<file path="src/rtl/thr_pkg.sv">
package thr_pkg;

   typedef enum logic {
      CMP_SIGNED   = 1'b0,
      CMP_UNSIGNED = 1'b1
   } cmp_mode_e;

   localparam int unsigned DEF_SMP_W = 16;

endpackage

</file>
<file path="src/rtl/thr_compare.sv">
module thr_compare #(
   parameter int unsigned        W    = thr_pkg::DEF_SMP_W,
   parameter thr_pkg::cmp_mode_e MODE = thr_pkg::CMP_SIGNED
) (
   input  logic [W-1:0] a_val,
   input  logic [W-1:0] b_val,
   output logic         a_gt_b
);

   generate
      if (W < 2) begin : g_bad_width
         $error("thr_compare: W must be at least 2");
      end
      if (MODE == thr_pkg::CMP_SIGNED) begin : g_signed
         assign a_gt_b = $signed(a_val) > $signed(b_val);
      end else begin : g_unsigned
         assign a_gt_b = a_val > b_val;
      end
   endgenerate

endmodule

</file>
<file path="src/rtl/thr_state_track.sv">
module thr_state_track (
   input  logic clk,
   input  logic rst,
   input  logic upd_en,
   input  logic cmp_now,
   output logic state_q,
   output logic toggle_q
);

   always_ff @(posedge clk) begin
      if (rst) begin
         state_q  <= 1'b0;
         toggle_q <= 1'b0;
      end else begin
         toggle_q <= upd_en && (cmp_now != state_q);
         if (upd_en) begin
            state_q <= cmp_now;
         end
      end
   end

   // a pulse coincides with a flip of the state
   assert_pulse_on_flip_R5: assert property (@(posedge clk) disable iff (rst)
      toggle_q |-> (state_q != $past(state_q)));

   // a flip of the state never happens without a pulse
   assert_flip_has_pulse_R6: assert property (@(posedge clk) disable iff (rst)
      (state_q != $past(state_q)) |-> toggle_q);

   // no update without the enable
   assert_hold_idle_R4: assert property (@(posedge clk) disable iff (rst)
      !upd_en |=> ($stable(state_q) && !toggle_q));

   // reset clears state and pulse
   assert_reset_clear_R1: assert property (@(posedge clk)
      rst |=> (!state_q && !toggle_q));

endmodule

</file>
<file path="src/rtl/thresh_cross_trig.sv">
module thresh_cross_trig #(
   parameter int unsigned        SMP_W    = thr_pkg::DEF_SMP_W,
   parameter thr_pkg::cmp_mode_e CMP_MODE = thr_pkg::CMP_SIGNED
) (
   input  logic             clk,
   input  logic             rst,
   input  logic [SMP_W-1:0] smp_data,
   input  logic             smp_vld,
   input  logic [SMP_W-1:0] thr_level,
   output logic             over_lvl,
   output logic             dout_line,
   output logic             chg_pulse
);

   logic cmp_gt;
   logic st_q;
   logic tg_q;

   thr_compare #(
      .W    (SMP_W),
      .MODE (CMP_MODE)
   ) u_cmp (
      .a_val  (smp_data),
      .b_val  (thr_level),
      .a_gt_b (cmp_gt)
   );

   thr_state_track u_state (
      .clk      (clk),
      .rst      (rst),
      .upd_en   (smp_vld),
      .cmp_now  (cmp_gt),
      .state_q  (st_q),
      .toggle_q (tg_q)
   );

   assign over_lvl  = st_q;
   assign dout_line = st_q;
   assign chg_pulse = tg_q;

   // equality never reads as over threshold
   assert_equal_not_over_R3: assert property (@(posedge clk) disable iff (rst)
      (smp_vld && (smp_data == thr_level)) |=> !over_lvl);

   // a valid sample is reflected after one edge
   assert_latency_R8: assert property (@(posedge clk) disable iff (rst)
      smp_vld |=> (over_lvl == $past(cmp_gt)));

   // trigger line follows the level
   always_comb begin
      assert_dout_follows_R7: assert (dout_line == over_lvl);
   end

endmodule

</file>
<file path="config.mk">
export PLATFORM = sky130hd
export DESIGN_NAME = thresh_cross_trig
export DESIGN_NICKNAME = d
export VERILOG_FILES = /design/src/rtl/thr_pkg.sv /design/src/rtl/thr_compare.sv /design/src/rtl/thr_state_track.sv /design/src/rtl/thresh_cross_trig.sv
export SDC_FILE = /design/constraint.sdc
export NUM_CORES = 1
export LEC_CHECK = 0
export ABC_AREA = 1
export BUFFER_PORTS_ARGS = -buffer_cell sky130_fd_sc_hd__buf_4
export CORE_AREA = 5 5 42 44
export DETAILED_ROUTE_END_ITERATION = 10
export DIE_AREA = 0 0 47 49
export GPL_TIMING_DRIVEN = 0
export PLACE_DENSITY = 0.77
export SYNTH_ARGS = -nofsm -noshare
export SYNTH_HDL_FRONTEND = slang
export SYNTH_SLANG_ARGS = --single-unit
export TNS_END_PERCENT = 20
</file>
<file path="constraint.sdc">
create_clock -name clk -period 4.1 [get_ports clk]
set_input_delay 0.615 -clock clk [delete_from_list [all_inputs] [get_ports clk]]
set_output_delay 0.615 -clock clk [all_outputs]
set_load 0.01 [all_outputs]
</file>
## After elaboration in Yosys (flattened, before gate mapping)

Index checks and enable logic that the tools add are counted.

- Latch bits: 0
- Memory bits (read-only): 0
- Memories: 0
- RAM bits: 0
- Register bits after elaboration: 2
- Logic and storage cells: 5
- Bits of input ports: 35
- Output and inout port bits: 3

- Bitwise gates (word level): 0
- $mul: 0
- Mux-type cells: 0
- Shifts and indexed selects: 0
- Reduce and logical (&&, ||, !) cells: 1
- $add $sub $neg: 0
- Equality and inequality tests: 1
- Order comparisons: 1
- Div/mod/pow operators: 0

Operators with widths:

| cell | number |
|---|---|
| 16-bit > comparator | 1 |
| 1-bit logical AND | 1 |
| 1-bit inequality test | 1 |

## Longest topological paths before layout

Gate-level depths: netlist of the first run.

- Word-level depth: 3
- Mapped depth: 16
- Gate-level depth less buffers: 16

## Hierarchy

Synthesis of the first run repeated with hierarchy kept, for this count alone.

- Cells, all modules: 87
- Area, all modules: 534.3 sq um

Modules (own cells, without submodules):

| module | cells each | area an instance (sq um) | sequential area each (sq um) | times used |
|---|---|---|---|---|
| thr_compare | 75 | 450.4 | 0.0 | 1 |
| thr_state_track | 11 | 76.3 | 40.0 | 1 |
| thresh_cross_trig | 1 | 7.5 | 0.0 | 1 |

## Worst setup path before layout of the first run

No wires, ideal clock.

- Path type: in2reg
- From: in thr_level[15]
- To: reg u_state.toggle_q
- Data required time: 3990 ps
- Arrival: 1617 ps
- Cell stages on the path: 10
- Path slack: 2374 ps
- Setup time: 110 ps
- Path buffers: 0
- Path through: inv_1 > ha_1 > a21oi_1 > o21ai_1 > a21oi_1 > nand3_1 > nand3_2 > nand2_1 > inv_1 > nor2_1

- Cells in the longest elaborated chain, start to end: 3

RTL lines:

| element | RTL line | RTL |
|---|---|---|
| start: declaration | thresh_cross_trig.sv:9 | `input logic [SMP_W-1:0] thr_level,` |
| 16-bit > comparator | thr_compare.sv:15 | `assign a_gt_b = $signed(a_val) > $signed(b_val);` |
| 1-bit inequality test | thr_state_track.sv:15 | `toggle_q <= upd_en && (cmp_now != state_q);` |
| 1-bit logical AND | thr_state_track.sv:15 |  |
| end signal: assignment | thr_state_track.sv:15 |  |
| end: declaration | thr_state_track.sv:7 | `output logic toggle_q` |

No other way between the ends.
A chain may end at the register's enable or synchronous reset.

## Final worst setup path of the first run

- From: in smp_data[15]
- To: reg u_state.toggle_q

- Cells in the longest elaborated chain, start to end: 3

RTL lines:

| element | RTL line | RTL |
|---|---|---|
| start: declaration | thresh_cross_trig.sv:7 | `input logic [SMP_W-1:0] smp_data,` |
| 16-bit > comparator | thr_compare.sv:15 |  |
| 1-bit inequality test | thr_state_track.sv:15 |  |
| 1-bit logical AND | thr_state_track.sv:15 |  |

No other way between the ends.

==> reports/metrics.yaml, run 1 <==
grt_usage: 0.119
dp_slack_ns: 2.12
first_pass_grt_wire_length_um: 2070
drtIter0Drc: 2
core_um2: 1400
place_area_um2: 842
synth_area_per_cell_um2: 6.26
tritoncts_clock_tree: "done"
synth-seq-cells: 2
criticalPathCategory: "in -> reg"
cts_repair_resize_count: 0
clock_insertion_delay_worst_skew_ns: 0.23
p_int_w: 0.0000982
final.setup_skew_ns: 0.00884
seq_power_share: 0.156
die_width_um: 47
timing.reg2reg.setup_slack_ns: 3.38
wl_per_cell_um: 9.15
fmaxAchievable_mhz: 576
grt_max_degree: 6
die_y_um: 49
commonest_non_fill_non_tap_cells_in_the_layout: "buf_4 (38), inv_1 (23), nand2_1 (19)"
drtPass1Iterations: 2
tritoncts.num_buffers: 3
dp.final_hpwl_um: 1200
routabilityCongestion: 0.652
netSwitchingPower_w: 0.0000474
nNetsFinal: 180
final.setup.worst_slack_ns: 2.36
timing.critical_path.arrival_ns: 1.89
antenna_cells: 0
worstSetupStartpointType: "primary input"
dieArea_um2: 2300
powerDensity_nw_per_um2: 168
boundaryPins: 38
worst-path-max-fanout: 4
yosysUniqueCellTypes: 16
first_global_vias: 582
postRouteAntennaNets: 0
syn-instance-count: 87
rr_worst_depth: 3
slew_headroom: 0.879
io_buffer_count: 37
layout-drive-gt1-share: 0.354
min-delay-start: "u_state.state_q$_SDFFE_PP0P_"
transition_time_of_the_tightest_slew_check_pin_ns: 0.180
reg2reg_from: "u_state.state_q$_SDFFE_PP0P_"
htreeDepth: 1
nFillCells: 133
starting_density_of_the_core: 0.388
route.detailed.vias_per_inst: 4.48
clkPwrFrac: 0.311
power_frac_comb: 0.533
status: "finished clean"
wl_um: 1310
detailroute.via_count: 640
layout_worst_path_cycle_share: 0.423
yosys_warnings: 0
rr_endpoint: "u_state.toggle_q$_SDFF_PP0_"
synth.cell_area_um2: 544
crit_path_end_kind: "flip-flop"
report.final.setup_viol: 0
drv.max_cap_violation_count: 0
cts_root_buffer: "clkbuf_4"
grt_overflow: 0
min_delay_path_depth: 2
worst_ir_drop_vdd_mv: 0.162
power.switching_fraction: 0.326
fin_tns_setup_ns: 0
grt_antenna_before_repair: 0
timing.final.hold_violations: 0
syn2layout_area_growth_pct: 58.9
layout_min_cycle_time_ns: 1.74
layout_commonest_cell: "buf_4"
drcViolationCount: 0
hold_path_class: "reg -> reg"
final_instance_area_um2: 865
unrepaired_setup_endpoints_after_global_routing: "no"
cts_max_path_buffers: 2
hold_buffers: 0
placementRows: 14
clkTransAtPathRegs_ns: 0.03
synth_nets: 138
crit_required_ns: 4.25
leakage_nw: 0.563
clock_sink_count: 2
slew_violations: 0
synth-seq-area-share: 0.0736
cts.repair_timing.setup_buffer_count: 0
min_delay_worst_endpoint: "u_state.state_q$_SDFFE_PP0P_"
[per-layer routing]
layer	share of wire	track usage	up-vias
li1	-	-	351
met1	0.37	0.122	261
met2	0.50	0.206	26
met3	0.11	0.0258	2
met4	0.016	0.0691	0
met5	0	0	-
[cells by family after synthesis]
group	after synthesis	share of synthesized area
buffers and inverters	25	0.179
AOI/OAI and AO/OA	10	0.101
DFF	2	0.0736
and+or+nand+nor	34	0.278
adders and majority gates	16	0.368
[power groups by stage]
stage	sequential [W]	clock [W]	combinational, W
after CTS	0.0000228	0.0000486	0.0000792
after global placement	0.0000230	0	0.0000755
after global routing	0.0000231	0.0000505	0.0000892
after floorplan	0.0000237	0	0.0000410
final	0.0000228	0.0000452	0.0000776
after detailed placement	0.0000231	0	0.0000786
[flip-flops by register name (all words and copies together) (netlist names)]
signal	flops
u_state.toggle_q	1
u_state.state_q	1
[through the flow]
step | instances | power [W] | utilization | hold slack [ns]
5_1_grt | 143 | 0.000163 | 0.617 | 0.566
3_5_place_dp | 140 | 0.000102 | 0.601 | 0.564
4_1_cts | 143 | 0.000151 | 0.617 | 0.568
6_report | 143 | 0.000146 | 0.617 | 0.570
3_3_place_gp | 140 | 0.0000985 | 0.601 | 0.556
2_1_floorplan | 87 | 0.0000647 | - | 0.566
[area by class of cell]
cell class	instances	area, um^2	share of cell area
well taps	16	20.0	0.0232
multi-input cells	60	407	0.470
plain buffers	1	7.51	0.00868
clock buffers	3	22.5	0.0260
repair buffers	37	278	0.321
flip-flops and latches	2	40.0	0.0463
inverters	24	90.1	0.104
[worst max-delay path, stage by stage]
cell,delay [ns]
buf_4,0.11
ha_1,0.34
a21oi_1,0.17
o21ai_1,0.07
a21oi_1,0.15
nand2_1,0.07
nand2_1,0.09
nand3_2,0.07
nand2_1,0.06
inv_1,0.03
nor2_1,0.10
[Yosys cell counts]
master    instances  area (um^2)
o21bai_1          1         7.51
nand2_2           1         6.26
inv_1            23         86.3
buf_4             1         7.51
nor3_2            1         10.0
a21oi_1           7         35.0
a21o_1            1         7.51
nand3_1           3         15.0
o21ai_1           1         5.00
nand4_1           2         12.5
nor2_1            7         26.3
nand2_1          19         71.3
dfxtp_1           2         40.0
nand3_2           1         10.0
inv_2             1         3.75
ha_1             16          200
[worst max path at each step]
stage / slack [ns] / cells after the start / from / endpoint
2_1_floorplan: 2.37 / 10 / thr_level[15] / u_state.toggle_q$_SDFF_PP0_
3_3_place_gp: 2.16 / 11 / smp_data[15] / u_state.toggle_q$_SDFF_PP0_
3_5_place_dp: 2.12 / 11 / smp_data[15] / u_state.toggle_q$_SDFF_PP0_
4_1_cts: 2.35 / 11 / smp_data[15] / u_state.toggle_q$_SDFF_PP0_
5_1_grt: 2.18 / 11 / smp_data[15] / u_state.toggle_q$_SDFF_PP0_
6_report: 2.36 / 11 / smp_data[15] / u_state.toggle_q$_SDFF_PP0_
Power figures use the tool's default switching activity.
==> run 2: changes to the inputs <==
CORE_AREA = unset   (was 5 5 42 44)
CORE_MARGIN = 5   (was unset)
CORE_UTILIZATION = 36   (was unset)
DIE_AREA = unset   (was 0 0 47 49)
PLACE_DENSITY = 0.71   (was 0.77)
clock period = 1.4 ns   (was 4.1 ns; I/O delays follow)
==> run 2 against run 1 <==
  * Routed wire length grew 5.3%
  * Clock power grew to 2.8 times the previous value
  * Setup slack worse by 2.2 ns
  * Global-route usage decreased by 0.63 points
==> reports/metrics.yaml, run 2 (same netlist as run 1, synthesis figures left out) <==
final_instance_area_um2: 913
timing.critical_path.arrival_ns: 1.41
route.detailed.vias_per_inst: 4.57
routabilityCongestion: 0.635
die_y_um: 48.9
status: "finished clean"
hold_path_class: "in -> reg"
grt_max_degree: 6
antenna_cells: 0
dieArea_um2: 2390
path_delay_family: "simple AND/OR/NAND/NOR gates"
syn2layout_area_growth_pct: 67.8
slowest_delay_ns: 0.32
fin_tns_setup_ns: 0
slew_headroom: 0.887
timing.final.hold_violations: 0
fmaxAchievable_mhz: 796
setup.worst_path.end: "u_state.toggle_q$_SDFF_PP0_"
criticalPathCategory: "in -> reg"
clock_sink_count: 2
worstSetupPathDepth: 11
grt_overflow: 0
rr_worst_depth: 3
dp_slack_ns: -0.136
drtPass1Iterations: 2
place_area_um2: 842
layout-drive-gt1-share: 0.402
slew_violations: 0
tritoncts_clock_tree: "done"
wl_per_cell_um: 9.63
final.setup_skew_ns: 0.00230
report.final.setup_viol: 0
placementRows: 14
nNetsFinal: 180
cp_slowest_cell: "ha_1"
crit_path_frequent_cell: "nand2_1"
crit_path_end_kind: "flip-flop"
transition_time_of_the_tightest_slew_check_pin_ns: 0.168
htreeDepth: 1
die_width_um: 48.9
clkTransAtPathRegs_ns: 0.03
cts.repair_timing.setup_buffer_count: 0
hold_buffers: 0
drcViolationCount: 0
leakage_nw: 0.564
postRouteAntennaNets: 0
io_buffer_count: 37
cts_repair_resize_count: 0
cts_root_buffer: "clkbuf_4"
tritoncts.num_buffers: 3
worst_setup_sp: "smp_data[11]"
worst_ir_drop_vdd_mv: 0.490
dp_cells: 140
starting_density_of_the_core: 0.370
layout_commonest_cell: "buf_4"
worst-path-buf-inv: 2
layout_worst_path_cycle_share: 0.897
grt_usage: 0.112
worstSetupStartpointType: "primary input"
commonest_non_fill_non_tap_cells_in_the_layout: "buf_4 (38), inv_1 (23), nand2_1 (19)"
crit_required_ns: 1.56
final.setup.worst_slack_ns: 0.144
cts_max_path_buffers: 2
largestRegisters: "u_state.state_q (1), u_state.toggle_q (1)"
grt_antenna_before_repair: 0
finalNonFillerCells: 143
clock_insertion_delay_worst_skew_ns: 0.22
powerDensity_nw_per_um2: 484
core_um2: 1470
first_pass_grt_wire_length_um: 2220
rr_endpoint: "u_state.toggle_q$_SDFF_PP0_"
timing.reg2reg.setup_slack_ns: 0.68
unrepaired_setup_endpoints_after_global_routing: "no"
worst-path-max-fanout: 3
cp_cell_sequence: "buf_4 -> ha_1 -> a21oi_1 -> nand2_1 -> a21oi_2 -> nand2_1 -> nand2_1 -> nand3_2 -> nand2_1 -> inv_1 -> nor2_1"
detailroute.via_count: 653
drv.max_cap_violation_count: 0
reg2reg_from: "u_state.state_q$_SDFFE_PP0P_"
wl_um: 1380
layout_min_cycle_time_ns: 1.26
first_global_vias: 614
drtIter0Drc: 1
boundaryPins: 38
dp.final_hpwl_um: 1220
[run 2: cell counts in the layout (fill, tap and decap cells not counted)]
Identical to the previous run, type by type.
[run 2: worst min path at each step]
stage                     slack [ns]  cells past startpoint                      endpoint    start
final                           0.19                      2  u_state.state_q$_SDFFE_PP0P_  smp_vld
after CTS                       0.19                      2  u_state.state_q$_SDFFE_PP0P_  smp_vld
after detailed placement        0.43                      2  u_state.state_q$_SDFFE_PP0P_  smp_vld
after global routing            0.18                      2  u_state.state_q$_SDFFE_PP0P_  smp_vld
after floorplan                 0.30                      1  u_state.state_q$_SDFFE_PP0P_  smp_vld
after global placement          0.41                      2  u_state.state_q$_SDFFE_PP0P_  smp_vld
[run 2: final cells by class]
type	instances	area, um^2
plain buffers	1	7.51
clock buffers	3	22.5
fillers	139	558
inverters	24	90.1
multi-input cells	60	455
flip-flops and latches	2	40.0
well taps	16	20.0
repair buffers	37	278
[run 2: worst reg2reg max path: cells and delay by family, from the launching register on]
kind / cells / cell delay (ns)
simple gates: 3 / 0.22
flops: 1 / 0.39
[run 2: per-layer routing]
layer | up-vias | share of wire | track usage | wire length, um
met2 | 28 | 0.49 | 0.209 | 678
met5 | - | 0 | 0 | 0
met3 | 2 | 0.10 | 0.0612 | 141
met4 | 0 | 0.0073 | 0.0404 | 10
li1 | 352 | - | - | -
met1 | 271 | 0.40 | 0.100 | 546
[run 2: per-stage QoR]
stage | total power, W | hold slack [ns] | utilization
finish | 0.000442 | 0.188 | 0.621
global route | 0.000494 | 0.183 | 0.621
CTS | 0.000432 | 0.190 | 0.588
detailed placement | 0.000299 | 0.425 | 0.572
global placement | 0.000290 | 0.411 | 0.572
floorplan | 0.000189 | 0.303 | -
[run 2: report_power, final]
| group | internal, W | switching [W] |
|---|---|---|
| Clock | 0.0000945 | 0.0000326 |
| Combinational | 0.000141 | 0.000107 |
| Sequential | 0.0000627 | 0.00000420 |
| Total | 0.000299 | 0.000144 |
